===== src/rtl/pcm_late_rx_pkg.sv =====
package pcm_late_rx_pkg;

   typedef enum logic [1:0] {
      WLEN_A = 2'd0,
      WLEN_B = 2'd1,
      WLEN_C = 2'd2,
      WLEN_D = 2'd3
   } wlen_code_e;

   typedef enum logic {
      CH_LEFT  = 1'b0,
      CH_RIGHT = 1'b1
   } chan_e;

   localparam int NUM_CH = 2;

endpackage


===== src/rtl/pcm_sync_edge.sv =====
module pcm_sync_edge (
   input  logic clk,
   input  logic rst_n,
   input  logic fsync_i,
   output logic start_o
);
   // previous sync level resets high so a sync already high after reset is no edge
   logic fs_q;

   always_ff @(posedge clk or negedge rst_n) begin
      if (!rst_n) fs_q <= 1'b1;
      else        fs_q <= fsync_i;
   end

   assign start_o = fsync_i & ~fs_q;
endmodule


===== src/rtl/pcm_slot_seq.sv =====
module pcm_slot_seq
   import pcm_late_rx_pkg::*;
#(
   parameter int POS_W = 6
) (
   input  logic             clk,
   input  logic             rst_n,
   input  logic             start_i,
   input  logic [POS_W-1:0] len_i,
   output logic             cap_en_o,
   output chan_e            chan_o,
   output logic [POS_W-1:0] pos_o,
   output logic             last_o
);
   logic             act_q;
   chan_e            chan_q;
   logic [POS_W-1:0] pos_q;
   logic [POS_W-1:0] len_q;
   logic [POS_W-1:0] len_cur;
   logic             word_end;

   // the start edge itself carries the left MSB, so it overrides any frame in flight
   always_comb begin
      len_cur  = start_i ? len_i : len_q;
      cap_en_o = start_i | act_q;
      chan_o   = start_i ? CH_LEFT : chan_q;
      pos_o    = start_i ? '0 : pos_q;
      word_end = (pos_o == len_cur - POS_W'(1));
      last_o   = cap_en_o && (chan_o == CH_RIGHT) && word_end;
   end

   always_ff @(posedge clk or negedge rst_n) begin
      if (!rst_n) begin
         act_q  <= 1'b0;
         chan_q <= CH_LEFT;
         pos_q  <= '0;
         len_q  <= '0;
      end else begin
         if (start_i) len_q <= len_i;
         if (cap_en_o) begin
            if (last_o) begin
               act_q  <= 1'b0;
               chan_q <= CH_LEFT;
               pos_q  <= '0;
            end else if (word_end) begin
               act_q  <= 1'b1;
               chan_q <= CH_RIGHT;
               pos_q  <= '0;
            end else begin
               act_q  <= 1'b1;
               chan_q <= chan_o;
               pos_q  <= pos_o + POS_W'(1);
            end
         end
      end
   end
endmodule


===== src/rtl/pcm_lane.sv =====
module pcm_lane
   import pcm_late_rx_pkg::*;
#(
   parameter int    DATA_W = 32,
   parameter int    POS_W  = 6,
   parameter chan_e LANE   = CH_LEFT
) (
   input  logic              clk,
   input  logic              rst_n,
   input  logic              cap_en_i,
   input  chan_e             chan_i,
   input  logic [POS_W-1:0]  pos_i,
   input  logic              sdata_i,
   output logic [DATA_W-1:0] word_nxt_o
);
   localparam int IDX_W = (DATA_W > 1) ? $clog2(DATA_W) : 1;

   logic [DATA_W-1:0] acc_q;
   logic [IDX_W-1:0]  idx;

   assign idx = IDX_W'(DATA_W - 1 - int'(pos_i));

   // first bit of a word clears the lane, which leaves the tail zero-filled
   always_comb begin
      word_nxt_o = acc_q;
      if (cap_en_i && (chan_i == LANE)) begin
         if (pos_i == '0) word_nxt_o = '0;
         word_nxt_o[idx] = sdata_i;
      end
   end

   always_ff @(posedge clk or negedge rst_n) begin
      if (!rst_n) acc_q <= '0;
      else        acc_q <= word_nxt_o;
   end
endmodule


===== src/rtl/pcm_frame_out.sv =====
module pcm_frame_out
   import pcm_late_rx_pkg::*;
#(
   parameter int DATA_W = 32
) (
   input  logic                          clk,
   input  logic                          rst_n,
   input  logic                          last_i,
   input  logic [NUM_CH-1:0][DATA_W-1:0] words_i,
   output logic [DATA_W-1:0]             left_o,
   output logic [DATA_W-1:0]             right_o,
   output logic                          valid_o
);
   always_ff @(posedge clk or negedge rst_n) begin
      if (!rst_n) begin
         left_o  <= '0;
         right_o <= '0;
         valid_o <= 1'b0;
      end else begin
         valid_o <= last_i;
         if (last_i) begin
            left_o  <= words_i[CH_LEFT];
            right_o <= words_i[CH_RIGHT];
         end
      end
   end
endmodule


===== src/rtl/pcm_late_rx.sv =====
module pcm_late_rx
   import pcm_late_rx_pkg::*;
#(
   parameter int DATA_W = 32,
   parameter int LEN_A  = 16,
   parameter int LEN_B  = 20,
   parameter int LEN_C  = 24,
   parameter int LEN_D  = 32
) (
   input  logic              clk,
   input  logic              rst_n,
   input  logic              fsync_i,
   input  logic              sdata_i,
   input  logic [1:0]        wlen_sel_i,
   output logic [DATA_W-1:0] left_o,
   output logic [DATA_W-1:0] right_o,
   output logic              valid_o
);
   localparam int POS_W = $clog2(DATA_W + 1);

   initial begin : elab_chk
      if (DATA_W < 2) $error("DATA_W must be at least 2");
      if (LEN_A < 1 || LEN_A > DATA_W) $error("LEN_A out of range");
      if (LEN_B < 1 || LEN_B > DATA_W) $error("LEN_B out of range");
      if (LEN_C < 1 || LEN_C > DATA_W) $error("LEN_C out of range");
      if (LEN_D < 1 || LEN_D > DATA_W) $error("LEN_D out of range");
   end

   function automatic logic [POS_W-1:0] len_decode(input wlen_code_e c);
      case (c)
         WLEN_A:  return POS_W'(LEN_A);
         WLEN_B:  return POS_W'(LEN_B);
         WLEN_C:  return POS_W'(LEN_C);
         default: return POS_W'(LEN_D);
      endcase
   endfunction

   logic                          start;
   logic                          cap_en;
   chan_e                         chan;
   logic [POS_W-1:0]              pos;
   logic                          last;
   logic [NUM_CH-1:0][DATA_W-1:0] words;

   pcm_sync_edge u_edge (
      .clk     (clk),
      .rst_n   (rst_n),
      .fsync_i (fsync_i),
      .start_o (start)
   );

   pcm_slot_seq #(.POS_W(POS_W)) u_seq (
      .clk      (clk),
      .rst_n    (rst_n),
      .start_i  (start),
      .len_i    (len_decode(wlen_code_e'(wlen_sel_i))),
      .cap_en_o (cap_en),
      .chan_o   (chan),
      .pos_o    (pos),
      .last_o   (last)
   );

   for (genvar g = 0; g < NUM_CH; g++) begin : g_lane
      pcm_lane #(
         .DATA_W (DATA_W),
         .POS_W  (POS_W),
         .LANE   (chan_e'(g))
      ) u_lane (
         .clk        (clk),
         .rst_n      (rst_n),
         .cap_en_i   (cap_en),
         .chan_i     (chan),
         .pos_i      (pos),
         .sdata_i    (sdata_i),
         .word_nxt_o (words[g])
      );
   end

   pcm_frame_out #(.DATA_W(DATA_W)) u_out (
      .clk     (clk),
      .rst_n   (rst_n),
      .last_i  (last),
      .words_i (words),
      .left_o  (left_o),
      .right_o (right_o),
      .valid_o (valid_o)
   );
endmodule


===== config.mk =====
export PLATFORM = sky130hd
export DESIGN_NAME = pcm_late_rx
export DESIGN_NICKNAME = d
export VERILOG_FILES = /design/src/rtl/pcm_late_rx_pkg.sv /design/src/rtl/pcm_sync_edge.sv /design/src/rtl/pcm_slot_seq.sv /design/src/rtl/pcm_lane.sv /design/src/rtl/pcm_frame_out.sv /design/src/rtl/pcm_late_rx.sv
export SDC_FILE = /design/constraint.sdc
export NUM_CORES = 1
export LEC_CHECK = 0
export ABC_CLOCK_PERIOD_IN_PS = 3900
export BUFFER_PORTS_ARGS = -buffer_cell sky130_fd_sc_hd__buf_2
export CORE_AREA = 2 2 156 158
export DETAILED_ROUTE_END_ITERATION = 6
export DIE_AREA = 0 0 158 160
export GPL_ROUTABILITY_DRIVEN = 1
export HOLD_SLACK_MARGIN = 0.1
export PLACE_DENSITY = 0.54
export SLEW_MARGIN = 20
export SYNTH_ARGS = -nofsm -noshare
export SYNTH_HDL_FRONTEND = slang
export SYNTH_HIERARCHICAL = 1
export SYNTH_SLANG_ARGS = --single-unit

===== constraint.sdc =====
create_clock -name clk -period 3.9 [get_ports clk]
set_clock_uncertainty 0.15 [all_clocks]
set_input_delay 0.39 -clock clk [delete_from_list [all_inputs] [get_ports clk]]
set_output_delay 0.39 -clock clk [all_outputs]
set_load 0.02 [all_outputs]

==> summary.txt <==
Status - completed
Fin Setup TNS - 0 ps
Post-DP HPWL - 9670 um
Drt via density - 4.91
Final setup vio count - 0
GPL Wtd Cong - 0.723
Diode count - 0
Final Util - 0.344
Clock Latency Late Sink - 410 ps
#FFs+latches synth - 144
Core Area - 23800 sq um
Final Max Tran Viols - 0
CP Launch Type - input pin
Antenna violations before repair - 0
Die width - 158 um
Synth Warn # - 6
Worst Path Max Fanout - 23
# H-tree levels - 4
Worst vdd ir - 0.388 mV
Mux contribution to synthesized area - 0.160
Largest family of logic cells by synthesized area - compound AO/OA/AOI/OAI gates
Post-synth top area share - 0.510
Wire per inst - 17.0 um
Number of DRC markers in iteration 0 - 246
Async SR Flop Fraction - 1.00
Final period util - 0.956
Port-buffer cells - 70
Register area - 3600 sq um
Hold WC Path Type - input pin to flop
Chip Height - 160 um
Synth unique cells - 65
Routed wire length - 15500 um
Root buf cell - clkbuf_16
PwrDens - 578 nW/um^2
Crit path kind - input pin to flop
Tmin final - 3730 ps
Seq/Total Area, Yosys - 0.514
Final setup margin - 173 ps
Most common cell in the netlist - dfrtp_1
Cell area after synthesis - 7020 sq um
Simple-Gate Fraction of Synth Area - 0.0917
Worst slew pin tran - 1110 ps
TritonCTS clock tree - built
Synth Area in Compound Gates - 0.162
Maximum buffer depth of the clock tree - 2
Remaining Overflow, GRT - 0
Post-synth EDFFs - 0
Layout fillers - 2352
Power consumption - 4.74 mW
Synth area leader - dfrtp_1
DRC - 0
Highest clock rate - 0.268 GHz
Share of cells above drive strength 1 - 0.380
Largest cells by area after synthesis - dfrtp_1 51%, mux2_4 14%, a32o_1 7.6%
Synth cell count leaders - 143 x dfrtp_1, 65 x mux2_4, 53 x a32o_1
Average size of a mapped cell - 13.7 sq um
Post-Synth XOR/XNOR Area - 0.0112
CTS sink count - 144
Drt first pass iters - 4
Std cell rows - 57
First-pass GRT wire length - 25600 um
Crit path capture type - flop
Synth Instances - 512
Top FF cell, synth - dfrtp_1
Hold Fails Final Rpt - 0
Via count - 4482
Synth-to-layout area growth - 16.9%
Initial core utilization - 0.295
Vias in the first global route - 4685
GR Util All Layers - 0.127
Worst Path Arrival - 3880 ps
Dpl ws - 155 ps
Top-Level Pins - 71
RSZ-0062 raised after global routing - no
Leak pwr - 3.79 nW
Clock transition at path regs - 60 ps
Critical Path RT - 4050 ps
Synthesized-area fraction occupied by adder cells - 0.00357
Routed Antenna Nets - 0
CTS buffer count - 17
Largest net degree at the start of global routing - 102
Final nets - 585
Worst slew margin - 0.258
Die area - 25300 sq um
# Max-Cap Violations - 0
Multi-input combinational cell area - 3040 sq um
## cells in the final DEF (no fill, tap or decap), types with 7 or more instances in the layout
cell type / netlist / routed
dfrtp_1: 143 / 143
nor2b_1: 10 / 8
clkbuf_16: 0 / 18
mux2_4: 65 / 65
a22oi_1: 35 / 35
mux2_2: 10 / 10
a22o_1: 7 / 7
o21ai_0: 21 / 21
buf_4: 2 / 15
a32o_1: 53 / 53
nand2_1: 10 / 10
buf_2: 15 / 69
nor3_1: 7 / 7
inv_1: 12 / 12
xor2_1: 7 / 7
## logic make-up after synthesis
logic type      after synthesis
simple gates                 80
compound gates              138
xor+xnor                      9
buf+inv                      60
flops                       144
fa+ha+maj                     2
mux                          78
other cells                   1
## flip-flops by register name (all words and copies together), names as in the netlist
register	cells
u_seq/len_q	6
g_lane.u_lane/acc_q	64
u_seq/pos_q	6
u_out/right_o	32
u_out/left_o	32
u_out/valid_o	1
u_seq/act_q	1
u_edge/fs_q	1
u_seq/chan_q	1
## power breakdown
group	internal [mW]	leakage, nW	switching, mW
registers	1.69	1.94	0.117
clock network	0.893	0.270	0.639
logic	0.588	1.58	0.811
## critical path: stages
cell and delay [ps]:
dlygate4sd3_1 530, buf_2 110, nor2b_4 190, mux2i_2 270, ha_2 250, or3b_1 360, a221o_1 350, a221o_1 330
a211oi_4 210, and3_4 290, buf_16 220, mux2_2 350
## area by class of cell
class | count | share of cell area
sequential | 144 | 0.439
multi-input combinational | 312 | 0.370
timing repair buffer | 90 | 0.0679
clock buffer | 19 | 0.0540
tap | 324 | 0.0494
clock inverter | 12 | 0.0133
inverter | 12 | 0.00549
## per-stage QoR
stage,std cells,hold slack (ps),area [sq um]
floorplan,516,-55.6,7050
finish,913,226,8200
detailed placement,877,331,7570
global route,913,237,8200
global placement,877,323,7570
CTS,910,207,8140
## routing by layer
metal | vias to the layer above | wire (um) | GRT usage
met5 | - | 0 | 0
met4 | 0 | 107 | 0.0291
met3 | 10 | 640 | 0.0366
met2 | 102 | 7380 | 0.199
met1 | 2290 | 7400 | 0.176
li1 | 2080 | - | -
## path summary, 6_finish.rpt
kind / start / endpoint / slack, ps / cells past startpoint
worst max register to register: u_edge/fs_q / u_out/left_o[0] / 440 / 10
max in group asynchronous: rst_n / g_lane[1].u_lane/acc_q[4] / 2130 / 3
worst min register to register: g_lane[0].u_lane/acc_q[31] / g_lane[0].u_lane/acc_q[31] / 350 / 1
worst min-delay path: wlen_sel_i[0] / u_seq/len_q[4] / 230 / 3
min in group asynchronous: rst_n / u_out/left_o[4] / 520 / 2
worst max-delay path: fsync_i / u_out/left_o[0] / 170 / 12
## repair_timing
| item | in CTS | in global routing |
|---|---|---|
| setup buffers | 0 | 2 |
| setup endpoints to repair | 0 | 64 |
| hold buffers | 2 | 0 |
| resized for setup | 0 | 5 |
| endpoints found under the hold margin | 99 | 0 |
(Power assumes the default switching activity.)
